$ cat src/rtl/hs_pkg.sv
package hs_pkg;
   localparam logic MODE_SRC_INIT = 1'b0;
   localparam logic MODE_DST_INIT = 1'b1;

   typedef enum logic [2:0] {
      S_IDLE, S_WREQ, S_PLACE, S_VALID, S_REL
   } src_st_t;

   typedef enum logic [1:0] {
      D_IDLE, D_RDY, D_ACK, D_HOLD
   } dst_st_t;
endpackage

$ cat src/rtl/hs_sync.sv
module hs_sync #(
   parameter int STAGES = 2
) (
   input  logic clk,
   input  logic rst_n,
   input  logic d,
   output logic q
);
   generate
      if (STAGES < 2) begin : g_bad
         $error("hs_sync: STAGES must be at least 2");
      end
   endgenerate

   logic [STAGES-1:0] chain;

   always_ff @(posedge clk or negedge rst_n) begin
      if (!rst_n) chain <= '0;
      else        chain <= {chain[STAGES-2:0], d};
   end

   assign q = chain[STAGES-1];
endmodule

$ cat src/rtl/hs_wdog.sv
module hs_wdog #(
   parameter int LIMIT = 1024
) (
   input  logic clk,
   input  logic rst_n,
   input  logic run,
   input  logic kick,
   output logic expire
);
   localparam int CW = $clog2(LIMIT + 1);

   generate
      if (LIMIT < 2) begin : g_bad
         $error("hs_wdog: LIMIT must be at least 2");
      end
   endgenerate

   logic [CW-1:0] cnt;

   assign expire = run && (cnt == CW'(LIMIT - 1));

   always_ff @(posedge clk or negedge rst_n) begin
      if (!rst_n)             cnt <= '0;
      else if (kick || !run)  cnt <= '0;
      else                    cnt <= cnt + 1'b1;
   end
endmodule

$ cat src/rtl/hs_src.sv
module hs_src
   import hs_pkg::*;
#(
   parameter int DATA_W      = 8,
   parameter int TIMEOUT_CYC = 1024
) (
   input  logic              clk,
   input  logic              rst_n,
   input  logic              mode,
   input  logic              start,
   input  logic [DATA_W-1:0] word,
   input  logic              reply_s,
   output logic [DATA_W-1:0] bus_data,
   output logic              bus_oe,
   output logic              valid,
   output logic              busy,
   output logic              done,
   output logic              err
);
   src_st_t           st_q, st_n;
   logic              m_q;
   logic [DATA_W-1:0] word_q;
   logic              waiting, expire, fin;

   assign waiting = (st_q == S_WREQ) || (st_q == S_VALID) || (st_q == S_REL);

   hs_wdog #(.LIMIT(TIMEOUT_CYC)) u_wdog (
      .clk(clk), .rst_n(rst_n), .run(waiting),
      .kick(st_n != st_q), .expire(expire)
   );

   always_comb begin
      st_n = st_q;
      fin  = 1'b0;
      unique case (st_q)
         S_IDLE:  if (start) st_n = (mode == MODE_DST_INIT) ? S_WREQ : S_PLACE;
         S_WREQ:  if (reply_s) st_n = S_PLACE;
         S_PLACE: st_n = S_VALID;
         S_VALID: begin
            if (m_q == MODE_SRC_INIT) begin
               if (reply_s) st_n = S_REL;
            end else if (!reply_s) begin
               st_n = S_IDLE;
               fin  = 1'b1;
            end
         end
         S_REL: if (!reply_s) begin
            st_n = S_IDLE;
            fin  = 1'b1;
         end
         default: st_n = S_IDLE;
      endcase
      if (expire) begin
         st_n = S_IDLE;
         fin  = 1'b0;
      end
   end

   always_ff @(posedge clk or negedge rst_n) begin
      if (!rst_n) begin
         st_q   <= S_IDLE;
         m_q    <= MODE_SRC_INIT;
         word_q <= '0;
         done   <= 1'b0;
         err    <= 1'b0;
      end else begin
         st_q <= st_n;
         done <= fin;
         if (expire) err <= 1'b1;
         if (st_q == S_IDLE && start) begin
            m_q    <= mode;
            word_q <= word;
         end
      end
   end

   assign bus_oe   = (st_q == S_PLACE) || (st_q == S_VALID);
   assign bus_data = bus_oe ? word_q : '0;
   assign valid    = (st_q == S_VALID);
   assign busy     = (st_q != S_IDLE);

   a_r2_valid_has_data: assert property (@(posedge clk) disable iff (!rst_n)
      valid |-> bus_oe);
   a_r2_data_before_valid: assert property (@(posedge clk) disable iff (!rst_n)
      $rose(valid) |-> $past(bus_oe));
   a_r6_src_done_pulse: assert property (@(posedge clk) disable iff (!rst_n)
      done |=> !done);
   a_r9_src_err_sticky: assert property (@(posedge clk) disable iff (!rst_n)
      err |=> err);
   a_r7_src_release: assert property (@(posedge clk) disable iff (!rst_n)
      $rose(err) |-> (!valid && !bus_oe));
endmodule

$ cat src/rtl/hs_dst.sv
module hs_dst
   import hs_pkg::*;
#(
   parameter int DATA_W      = 8,
   parameter int TIMEOUT_CYC = 1024
) (
   input  logic              clk,
   input  logic              rst_n,
   input  logic              mode,
   input  logic              en,
   input  logic              valid_s,
   input  logic [DATA_W-1:0] bus_data,
   output logic              reply,
   output logic [DATA_W-1:0] word,
   output logic              done,
   output logic              err
);
   dst_st_t st_q, st_n;
   logic    m_q;
   logic    waiting, expire, cap, fin;

   assign waiting = (st_q != D_IDLE);

   hs_wdog #(.LIMIT(TIMEOUT_CYC)) u_wdog (
      .clk(clk), .rst_n(rst_n), .run(waiting),
      .kick(st_n != st_q), .expire(expire)
   );

   always_comb begin
      st_n = st_q;
      cap  = 1'b0;
      fin  = 1'b0;
      unique case (st_q)
         D_IDLE: if (en) begin
            if (mode == MODE_DST_INIT) st_n = D_RDY;
            else if (valid_s) begin
               st_n = D_ACK;
               cap  = 1'b1;
            end
         end
         D_RDY: begin
            if (valid_s) begin
               st_n = D_HOLD;
               cap  = 1'b1;
            end else if (!en) st_n = D_IDLE;
         end
         D_ACK, D_HOLD: if (!valid_s) begin
            st_n = D_IDLE;
            fin  = 1'b1;
         end
         default: st_n = D_IDLE;
      endcase
      if (expire) begin
         st_n = D_IDLE;
         cap  = 1'b0;
         fin  = 1'b0;
      end
   end

   always_ff @(posedge clk or negedge rst_n) begin
      if (!rst_n) begin
         st_q <= D_IDLE;
         m_q  <= MODE_SRC_INIT;
         word <= '0;
         done <= 1'b0;
         err  <= 1'b0;
      end else begin
         st_q <= st_n;
         done <= fin;
         if (expire) err <= 1'b1;
         if (cap) word <= bus_data;
         if (st_q == D_IDLE) m_q <= mode;
      end
   end

   assign reply = (st_q == D_ACK) || (st_q == D_RDY && m_q == MODE_DST_INIT);

   a_r6_dst_done_pulse: assert property (@(posedge clk) disable iff (!rst_n)
      done |=> !done);
   a_r6_word_held: assert property (@(posedge clk) disable iff (!rst_n)
      !cap |=> $stable(word));
   a_r9_dst_err_sticky: assert property (@(posedge clk) disable iff (!rst_n)
      err |=> err);
   a_r8_dst_release: assert property (@(posedge clk) disable iff (!rst_n)
      $rose(err) |-> !reply);
endmodule

$ cat src/rtl/hs_xfer_ctrl.sv
module hs_xfer_ctrl #(
   parameter int DATA_W      = 8,
   parameter int TIMEOUT_CYC = 1024,
   parameter int SYNC_STAGES = 2
) (
   input  logic              clk,
   input  logic              rst_n,
   input  logic              mode_i,
   input  logic              src_start_i,
   input  logic [DATA_W-1:0] src_word_i,
   output logic              src_busy_o,
   output logic              src_done_o,
   output logic              src_err_o,
   output logic [DATA_W-1:0] bus_data_o,
   output logic              bus_oe_o,
   output logic              valid_o,
   input  logic              peer_reply_i,
   input  logic              dst_en_i,
   input  logic [DATA_W-1:0] bus_data_i,
   input  logic              valid_i,
   output logic              reply_o,
   output logic [DATA_W-1:0] dst_word_o,
   output logic              dst_done_o,
   output logic              dst_err_o
);
   generate
      if (DATA_W < 1) begin : g_bad_w
         $error("hs_xfer_ctrl: DATA_W must be positive");
      end
   endgenerate

   logic reply_s, valid_s;

   hs_sync #(.STAGES(SYNC_STAGES)) u_sync_reply (
      .clk(clk), .rst_n(rst_n), .d(peer_reply_i), .q(reply_s));
   hs_sync #(.STAGES(SYNC_STAGES)) u_sync_valid (
      .clk(clk), .rst_n(rst_n), .d(valid_i), .q(valid_s));

   hs_src #(.DATA_W(DATA_W), .TIMEOUT_CYC(TIMEOUT_CYC)) u_src (
      .clk(clk), .rst_n(rst_n), .mode(mode_i), .start(src_start_i),
      .word(src_word_i), .reply_s(reply_s), .bus_data(bus_data_o),
      .bus_oe(bus_oe_o), .valid(valid_o), .busy(src_busy_o),
      .done(src_done_o), .err(src_err_o));

   hs_dst #(.DATA_W(DATA_W), .TIMEOUT_CYC(TIMEOUT_CYC)) u_dst (
      .clk(clk), .rst_n(rst_n), .mode(mode_i), .en(dst_en_i),
      .valid_s(valid_s), .bus_data(bus_data_i), .reply(reply_o),
      .word(dst_word_o), .done(dst_done_o), .err(dst_err_o));
endmodule

$ cat config.mk
export PLATFORM = sky130hd
export DESIGN_NAME = hs_xfer_ctrl
export DESIGN_NICKNAME = d
export VERILOG_FILES = /design/src/rtl/hs_pkg.sv /design/src/rtl/hs_sync.sv /design/src/rtl/hs_wdog.sv /design/src/rtl/hs_src.sv /design/src/rtl/hs_dst.sv /design/src/rtl/hs_xfer_ctrl.sv
export SDC_FILE = /design/constraint.sdc
export NUM_CORES = 1
export LEC_CHECK = 0
export ABC_AREA = 1
export BUFFER_PORTS_ARGS = -buffer_cell sky130_fd_sc_hd__buf_2
export CORE_MARGIN = 3
export CORE_UTILIZATION = 55
export CTS_BUF_LIST = sky130_fd_sc_hd__clkbuf_16
export DETAILED_ROUTE_END_ITERATION = 10
export HOLD_SLACK_MARGIN = 0.08
export MAX_ROUTING_LAYER = met4
export PLACE_DENSITY = 0.79
export SETUP_SLACK_MARGIN = 0.05
export SYNTH_ARGS = -nofsm -noshare
export SYNTH_HDL_FRONTEND = slang
export SYNTH_SLANG_ARGS = --single-unit
$ cat constraint.sdc
create_clock -name clk -period 3 [get_ports clk]
set_input_delay 0.6 -clock clk [delete_from_list [all_inputs] [get_ports clk]]
set_output_delay 0.6 -clock clk [all_outputs]
set_load 0.01 [all_outputs]
==> results of run 1 <==
==> registers in the layout, indices dropped and copies added (netlist names), 2 cells and up <==
signal / flops
u_src.st_q: 3
u_sync_reply.chain: 2
u_dst.word: 8
u_dst.u_wdog.cnt: 11
u_sync_valid.chain: 2
u_src.u_wdog.cnt: 11
u_src.word_q: 8
u_dst.st_q: 2
==> power breakdown <==
part           internal [µW]  switching, µW
clock network            388            235
registers                857            103
logic                    271            583
==> final cells by class <==
cell class / count / share of cell area (%)
Clock buffer: 5 / 4.19
Clock inverter: 3 / 1.26
Inverter: 39 / 4.90
Multi-Input combinational cell: 193 / 35.2
Sequential cell: 53 / 44.4
Tap cell: 52 / 2.18
Timing Repair Buffer: 47 / 7.95
==> cells by family after synthesis <==
kind of cell             count (synthesis)  synth area share [%]
AND/OR/NAND/NOR                        150                  29.2
adder cells (fa/ha/maj)                  2                 0.968
AO/OA/AOI/OAI                           24                  4.75
flip-flops                              53                  51.3
buffers and inverters                   47                  7.99
XOR/XNOR                                17                  5.76
==> worst max-delay path: cells and delay by family (launching register included) <==
family | cells | cell delay, ps
compound gates | 1 | 90
buf+inv | 1 | 100
simple gates | 6 | 1240
flops | 1 | 590
==> per-layer routing <==
metal / vias to the layer above / GRT usage, %
met1: 891 / 25.9
met4: 0 / 5.93
met5: - / -
met3: 7 / 4.05
met2: 51 / 30.5
li1: 1008 / -
==> placed cells by master (no fill, tap or decap), drive strengths merged <==
cell type	count
xnor2	7
inv	40
bufinv	1
buf	47
and3	1
nor3	14
nand2	71
o21ai	21
dfrtp	53
o21a	1
xor2	10
ha	2
clkbuf	5
nand3	18
nand4	5
clkinv	1
a21oi	2
nor2	41
==> cells in the mapped netlist (all sizes together) (2+ instances only) <==
master	n	area share, %
a21oi	2	0.39
buf	6	2.0
clkbuf	2	0.34
dfrtp	53	51
ha	2	0.97
inv	39	5.7
nand2	71	11
nand3	18	4.7
nand4	5	1.2
nor2	41	7.4
nor3	14	4.9
o21ai	21	4.1
xnor2	7	2.4
xor2	10	3.4
==> stage by stage <==
stage          cells  util, %  cell area [µm²]  setup WS, ps
4_1_cts          392     67.3             2990           870
2_1_floorplan    293        -             2580          1310
5_1_grt          392     67.3             2990           658
3_5_place_dp     384     63.6             2830           890
6_report         392     67.3             2990           900
3_3_place_gp     384     63.6             2830          1040
==> worst paths after layout <==
path	from	endpoint	slack, ps	depth (start not counted)
worst max-delay path	u_dst.st_q[1]	u_dst.u_wdog.cnt[4]	900	8
max in group asynchronous	rst_n	u_dst.word[7]	2140	2
min in group asynchronous	rst_n	u_dst.u_wdog.cnt[7]	420	2
worst min register to register	u_sync_reply.chain[0]	u_sync_reply.chain[1]	350	0
worst max register to register	u_dst.st_q[1]	u_dst.u_wdog.cnt[4]	900	8
worst min-delay path	u_sync_reply.chain[0]	u_sync_reply.chain[1]	350	0
==> impl_metrics.env, run 1 <==
export IMPL_peakVddDrop_mv=0.532
export IMPL_slew_viol_final=0
export IMPL_wl_met1_mm=2.13
export IMPL_postCtsHoldBufs=0
export IMPL_grt_max_degree=54
export IMPL_io_buffers=46
export IMPL_antenna_found_initial=0
export IMPL_synth_seq_area_share_pct=51.3
export IMPL_drcViolationCount=0
export IMPL_drt_wl_total_mm=4.52
export IMPL_ys_warn_count=0
export IMPL_firstDrtPassIters=4
export IMPL_pin_count=47
export IMPL_max_cap_viol_count=0
export IMPL_synthesis_area_um2=2580
export IMPL_wl_per_cell_um=11.5
export IMPL_crit_required_ps=3210
export IMPL_setup_viol=0
export IMPL_insertedDiodeCount=0
export IMPL_multi_input_area_um2=1050
export IMPL_leakage_uw=0.00152
export IMPL_ys_seq_elements=53
export IMPL_hp_class="flop to flop"
export IMPL_cts_buffers=5
export IMPL_cts_max_level=2
export IMPL_routed_top_layer="met4"
export IMPL_grt_pass1_vias=1861
export IMPL_fmax_ghz=0.476
export IMPL_synth_flop_cell="dfrtp_1"
export IMPL_layout_nets=364
export IMPL_grt_pass1_wl_mm=8.16
export IMPL_vias=1957
export IMPL_cts_tree="built"
export IMPL_cts_resized=0
export IMPL_cts_root_buf="clkbuf_16"
export IMPL_final_antenna_net_count=0
export IMPL_end_kind="flop"
export IMPL_relSlewSlack_pct=57.0
export IMPL_start_util_pct=58.1
export IMPL_crit_path_top_delay_cell="dfrtp_1"
export IMPL_area_delta_synth_final_pct=15.7
export IMPL_cts_sinks=53
export IMPL_hold_ws_ps=354
export IMPL_clk_path_buf_depth=2
export IMPL_status="completed"
export IMPL_finalHoldViolations=0
export IMPL_clk_latency_ps=290
export IMPL_drive_gt1_share_pct=23.5
export IMPL_crit_chain="nor2_2, inv_1, nand4_1, nand2_1, nand2_1, o21ai_1, nand3_1, nor2_1"
export IMPL_overflow=0
export IMPL_hpwl_mm=3.39
export IMPL_avgViaCountPerCell=4.99
export IMPL_wl_met3_um=211
export IMPL_path_common_cell="nand2_1"
export IMPL_critPathMaxStageDelay_ps=590
export IMPL_rsz0062_at_grt="false"
export IMPL_grt_usage_pct=19.6
export IMPL_gp_congestion=0.801
export IMPL_startpoint_type="flop"
export IMPL_fin_setup_tns_ps=0
export IMPL_core_um2=4440
export IMPL_synth_edf_count=0
export IMPL_fill_cells=360
export IMPL_cts_clk_slew_worst_paths_ps=60
export IMPL_die_x_um=74.5
export IMPL_critical_path_class="flop to flop"
export IMPL_die_h_um=74.5
export IMPL_synth_async_sr_flop_share_pct=100
export IMPL_total_power_uw=2440
export IMPL_rows=24
export IMPL_syn_area_per_cell_um2=8.82
export IMPL_wl_met2_mm=2.11
export IMPL_critPathMaxFanout=14
export IMPL_tightestPinTransition_ps=645
export IMPL_yosysUniqueCellTypes=28
export IMPL_synth_fp_nets=318
export IMPL_regArea_um2=1330
export IMPL_dieArea_um2=5560
export IMPL_drt_iter0_markers=139
export IMPL_fin_skew_ps=5.00
export IMPL_syn_inst=293
export IMPL_final_min_clock_period_ps=2100
export IMPL_cts_setup_buffers=0
export IMPL_post_route_period_util_pct=70.0
export IMPL_power_per_cell_area_nw_per_um2=815
export IMPL_arrival_ps=2310
(Power assumes the default switching activity.)
==> run 2: changes to the inputs <==
- ABC_AREA: 1 -> 0
- CORE_UTILIZATION: 55 -> 54
- PLACE_DENSITY: 0.79 -> 0.78
- clock period: 3 -> 2 ns (I/O delays scaled with it)
==> impl_metrics.env, run 2 <==
export IMPL_status="completed"
export IMPL_wl_met3_um=200
export IMPL_top_regs="u_dst.u_wdog.cnt: 11 flops, u_src.u_wdog.cnt: 11 flops"
export IMPL_clk_path_buf_depth=2
export IMPL_synth_seq_area_share_pct=54.2
export IMPL_critPathMaxFanout=10
export IMPL_synth_async_sr_flop_share_pct=100
export IMPL_avgViaCountPerCell=5.34
export IMPL_routed_top_layer="met4"
export IMPL_cp_endpoint="valid_o"
export IMPL_syn_inst=211
export IMPL_insertedDiodeCount=0
export IMPL_fin_ws_ps=160
export IMPL_synth_compound_area_share_pct=4.30
export IMPL_area_delta_synth_final_pct=19.6
export IMPL_drt_wl_total_mm=4.33
export IMPL_synth_area_leader_cell="dfrtp_1"
export IMPL_r2r_cells=6
export IMPL_rrSetupSlack_ps=190
export IMPL_critPathTopFamily="flip-flops"
export IMPL_fin_setup_tns_ps=0
export IMPL_start_util_pct=58.6
export IMPL_cts_buffers=5
export IMPL_final_cell_mix="52 x dfrtp_1, 46 x buf_2, 18 x mux2_2"
export IMPL_synth_xor_area_share_pct=6.45
export IMPL_total_power_uw=3390
export IMPL_grt_pass1_vias=1661
export IMPL_synth_top_family_by_area="simple AND/OR/NAND/NOR gates"
export IMPL_path_depth=4
export IMPL_grt_max_degree=27
export IMPL_postCtsHoldBufs=0
export IMPL_drt_iter0_markers=68
export IMPL_placed_cell_area_um2=2750
export IMPL_fmax_ghz=0.543
export IMPL_synthTopCellsByCount="53 x dfrtp_1, 18 x mux2_2, 16 x nor2_1"
export IMPL_pin_count=47
export IMPL_synth_fp_nets=236
export IMPL_overflow=0
export IMPL_grt_usage_pct=18.6
export IMPL_hp_class="primary input to async pin"
export IMPL_yosysMostFrequentCell="dfrtp_1"
export IMPL_layout_nets=288
export IMPL_critPathMaxStageDelay_ps=460
export IMPL_finalHoldViolations=0
export IMPL_critPathLaunch="u_src.st_q[1]"
export IMPL_final_min_clock_period_ps=1840
export IMPL_synth_edf_count=0
export IMPL_grt_pass1_wl_mm=7.50
export IMPL_yosysUniqueCellTypes=43
export IMPL_synth_adder_area_share_pct=1.02
export IMPL_crit_path_top_delay_cell="dfrtp_2"
export IMPL_max_cap_viol_count=0
export IMPL_synth_simple_area_share_pct=22.9
export IMPL_end_kind="output port"
export IMPL_fill_cells=289
export IMPL_startpoint_type="flop"
export IMPL_rows=23
export IMPL_relSlewSlack_pct=63.3
export IMPL_ys_warn_count=0
export IMPL_slew_viol_final=0
export IMPL_dp_cells=305
export IMPL_clk_latency_ps=280
export IMPL_cts_root_buf="clkbuf_16"
export IMPL_rsz0062_at_grt="true"
export IMPL_final_area_um2=2920
export IMPL_core_um2=4170
export IMPL_wl_met2_mm=2.04
export IMPL_syn_area_per_cell_um2=11.6
export IMPL_critPathBufInv=2
export IMPL_vias=1678
export IMPL_yosys_top_cells_area="dfrtp_1 54%, mux2_2 8.3%, xor2_1 4.3%"
export IMPL_die_x_um=73.3
export IMPL_tightestPinTransition_ps=551
export IMPL_drcViolationCount=0
export IMPL_finalNonFillerCells=314
export IMPL_reg2reg_to="u_dst.word[3]"
export IMPL_leakage_uw=0.00136
export IMPL_antenna_found_initial=0
export IMPL_crit_required_ps=1600
export IMPL_final_common_cell="dfrtp_1"
export IMPL_power_per_cell_area_nw_per_um2=1160
export IMPL_timing_rr_start="u_dst.u_wdog.cnt[0]"
export IMPL_fin_skew_ps=7.79
export IMPL_cts_tree="built"
export IMPL_synth_top_area_share_pct=54.2
export IMPL_cts_sinks=53
export IMPL_muxShareOfSynthArea_pct=8.70
export IMPL_setup_viol=0
export IMPL_ys_seq_elements=53
export IMPL_wl_per_cell_um=13.8
export IMPL_final_antenna_net_count=0
export IMPL_synth_flop_cell="dfrtp_1"
export IMPL_io_buffers=46
export IMPL_peakVddDrop_mv=0.894
export IMPL_wl_met1_mm=2.06
export IMPL_drive_gt1_share_pct=35.6
export IMPL_die_h_um=73.3
export IMPL_post_route_period_util_pct=92.0
export IMPL_cts_clk_slew_worst_paths_ps=70
export IMPL_synthesis_area_um2=2440
export IMPL_cts_max_level=2
export IMPL_gp_congestion=0.772
export IMPL_pre_cts_ws_ps=56.9
export IMPL_hpwl_mm=3.07
export IMPL_firstDrtPassIters=4
export IMPL_arrival_ps=1440
export IMPL_critical_path_class="flop to output port"
export IMPL_dieArea_um2=5370
export IMPL_crit_chain="nor2b_2, buf_4, and2_1, buf_2"
## run 2: worst min-delay path by stage
| stage | to | cells after the start |
|---|---|---|
| finish | u_dst.word[2] | 1 |
| global route | u_dst.word[5] | 1 |
| CTS | u_dst.word[2] | 1 |
| detailed placement | u_sync_reply.chain[1] | 0 |
| global placement | u_sync_valid.chain[1] | 0 |
| floorplan | u_dst.done | 0 |
## run 2: power breakdown
part	internal, µW	switching [µW]
Clock	586	364
Sequential	1280	192
Combinational	503	461
## run 2: layout make-up
type                            count  area [µm²]  area share, %
Clock buffer                        5         125           4.28
Clock inverter                      3        41.3           1.41
Inverter                            6        22.5          0.770
Multi-Input combinational cell    144        1060           36.3
Sequential cell                    53        1330           45.4
Tap cell                           50        62.6           2.14
Timing Repair Buffer               53         283           9.67
## run 2: metrics by stage
step | hold WS, ps | util (%)
6_report | 94.9 | 70.1
5_1_grt | 130 | 70.1
4_1_cts | 108 | 69.9
3_5_place_dp | 336 | 65.8
3_3_place_gp | 332 | 65.8
2_1_floorplan | 104 | -
## run 2: cell families (layout without fill, tap and decap cells)
kind of cell | after synthesis | count (layout)
and+or+nand+nor | 88 | 88
xor gates and xnor gates | 18 | 18
muxes | 19 | 19
DFF | 53 | 53
buffers and inverters | 14 | 67
AOI/OAI and AO/OA | 17 | 17
adders and majority gates | 2 | 2
## run 2: worst reg2reg max path, cell delays in order (launching register included)
cell and delay, ps:
dfrtp_1 390, ha_1 210, nand3_2 160, nor4_4 390, nor4b_4 80, buf_4 180
mux2_2 280
## run 2: layer usage
metal	global-route usage, %	vias up
met5	-	-
met4	5.53	0
met3	4.51	4
met2	27.8	43
met1	25.4	790
li1	-	841
## run 2: repair_timing
item,in CTS,in global routing
pin swaps,1,1
endpoints found under the setup margin,13,13
setup buffers,0,1
gates resized for setup,1,1
==> run 3: changes to the inputs <==
- REMOVE_ABC_BUFFERS: not set -> 1
==> impl_metrics.env, run 3 (synthesis results as in run 2) <==
export IMPL_status="completed"
export IMPL_grt_busiest_layer="met2"
export IMPL_peakVddDrop_mv=0.592
export IMPL_relSlewSlack_pct=74.6
export IMPL_final_core_util_pct=70.6
export IMPL_rows=23
export IMPL_leakage_uw=0.00138
export IMPL_firstDrtPassIters=4
export IMPL_end_kind="output port"
export IMPL_hold_ws_ps=216
export IMPL_grt_pass1_wl_mm=7.22
export IMPL_avgViaCountPerCell=5.42
export IMPL_crit_required_ps=1600
export IMPL_startpoint_type="flop"
export IMPL_setup_viol=0
export IMPL_tightestPinTransition_ps=372
export IMPL_cts_clk_slew_worst_paths_ps=60
export IMPL_grtUsageMet1_pct=24.1
export IMPL_pre_cts_ws_ps=69.0
export IMPL_overflow=0
export IMPL_power_per_cell_area_nw_per_um2=1140
export IMPL_crit_chain="nor2b_4, and2_1, buf_2"
export IMPL_final_antenna_net_count=0
export IMPL_final_cell_mix="53 x dfrtp_1, 46 x buf_2, 18 x mux2_2"
export IMPL_fill_cells=291
export IMPL_cts_sinks=53
export IMPL_pin_count=47
export IMPL_regArea_um2=1330
export IMPL_fmax_ghz=0.548
export IMPL_post_route_period_util_pct=91.2
export IMPL_fin_setup_tns_ps=0
export IMPL_cts_buffers=5
export IMPL_drive_gt1_share_pct=35.2
export IMPL_gp_congestion=0.802
export IMPL_vias=1703
export IMPL_met2_usage_pct=26.8
export IMPL_cts_max_level=2
export IMPL_layout_nets=289
export IMPL_slew_viol_final=0
export IMPL_start_util_pct=58.6
export IMPL_max_cap_viol_count=0
export IMPL_wl_per_cell_um=13.4
export IMPL_hp_class="primary input to flop"
export IMPL_antenna_found_initial=0
export IMPL_rsz0062_at_grt="false"
export IMPL_grtUsageMet3_pct=4.92
export IMPL_critPathMaxFanout=10
export IMPL_critPathMaxStageDelay_ps=540
export IMPL_cts_tree="built"
export IMPL_final_common_cell="dfrtp_1"
export IMPL_hpwl_mm=2.97
export IMPL_dieArea_um2=5370
export IMPL_cts_root_buf="clkbuf_16"
export IMPL_final_min_clock_period_ps=1820
export IMPL_arrival_ps=1420
export IMPL_top_regs="u_dst.u_wdog.cnt: 11 flops, u_src.u_wdog.cnt: 11 flops"
export IMPL_total_power_uw=3360
export IMPL_clk_latency_ps=290
export IMPL_fin_ws_ps=175
export IMPL_io_buffers=46
export IMPL_crit_path_top_delay_cell="dfrtp_1"
export IMPL_grt_usage_pct=18.2
export IMPL_grt_pass1_vias=1582
export IMPL_area_delta_synth_final_pct=20.4
export IMPL_core_um2=4170
export IMPL_finalHoldViolations=0
export IMPL_fin_skew_ps=3.77
export IMPL_drcViolationCount=0
export IMPL_die_x_um=73.3
export IMPL_critical_path_class="flop to output port"
export IMPL_multi_input_area_um2=1070
export IMPL_die_h_um=73.3
export IMPL_drt_wl_total_mm=4.20
export IMPL_drt_iter0_markers=70
export IMPL_clk_path_buf_depth=2
export IMPL_insertedDiodeCount=0
export IMPL_grt_max_degree=23
-- run 3: cell types whose count changed in the layout (fill, tap and decap cells not counted), sizes merged --
cell / previous run / this run
clkinvlp: 1 / 0
dlygate4sd3: 0 / 1
-- run 3: worst paths after layout --
path,from,end,slack (ps),cells after the start
max reg2reg,u_dst.u_wdog.cnt[0],u_dst.word[3],240,6
min,peer_reply_i,u_sync_reply.chain[0],220,1
min in group asynchronous,rst_n,u_src.word_q[6],540,2
min reg2reg,u_sync_valid.chain[0],u_sync_valid.chain[1],350,0
max in group asynchronous,rst_n,u_src.u_wdog.cnt[4],910,3
max,u_src.st_q[1],valid_o,180,3
-- run 3: per-stage QoR --
stage          instance area (µm²)  instances
6_report                      2940        314
3_5_place_dp                  2760        305
3_3_place_gp                  2760        305
2_1_floorplan                 2410        203
5_1_grt                       2940        314
4_1_cts                       2930        313
-- run 3: cell type report --
cell class / count / share of cell area [%]
Clock buffer: 5 / 4.25
Clock inverter: 2 / 1.19
Inverter: 6 / 0.765
Multi-Input combinational cell: 144 / 36.3
Sequential cell: 53 / 45.0
Tap cell: 50 / 2.12
Timing Repair Buffer: 54 / 10.4
-- run 3: critical path: cells and delay by family (launching register included) --
| kind | cells | cell delay [ps] |
|---|---|---|
| DFF | 1 | 540 |
| buffers and inverters | 1 | 130 |
| and+or+nand+nor | 2 | 470 |
-- run 3: power breakdown --
group / internal, µW / switching, µW
clock: 581 / 352
combinational: 512 / 449
sequential: 1280 / 187
-- run 3: routing by layer --
| metal | vias to the layer above | routed length (µm) |
|---|---|---|
| met5 | - | 0 |
| met4 | 0 | 70 |
| met3 | 7 | 286 |
| met2 | 53 | 1850 |
| met1 | 809 | 1990 |
| li1 | 834 | - |
-- run 3: what timing repair did --
item                                    CTS  global route
endpoints found under the setup margin   10            17
gates cloned                              0             0
endpoints found under the hold margin    12             0
buffers inserted                          0             1
pin swaps                                 0             1
hold buffers                              1             0
gates resized for setup                   1             1
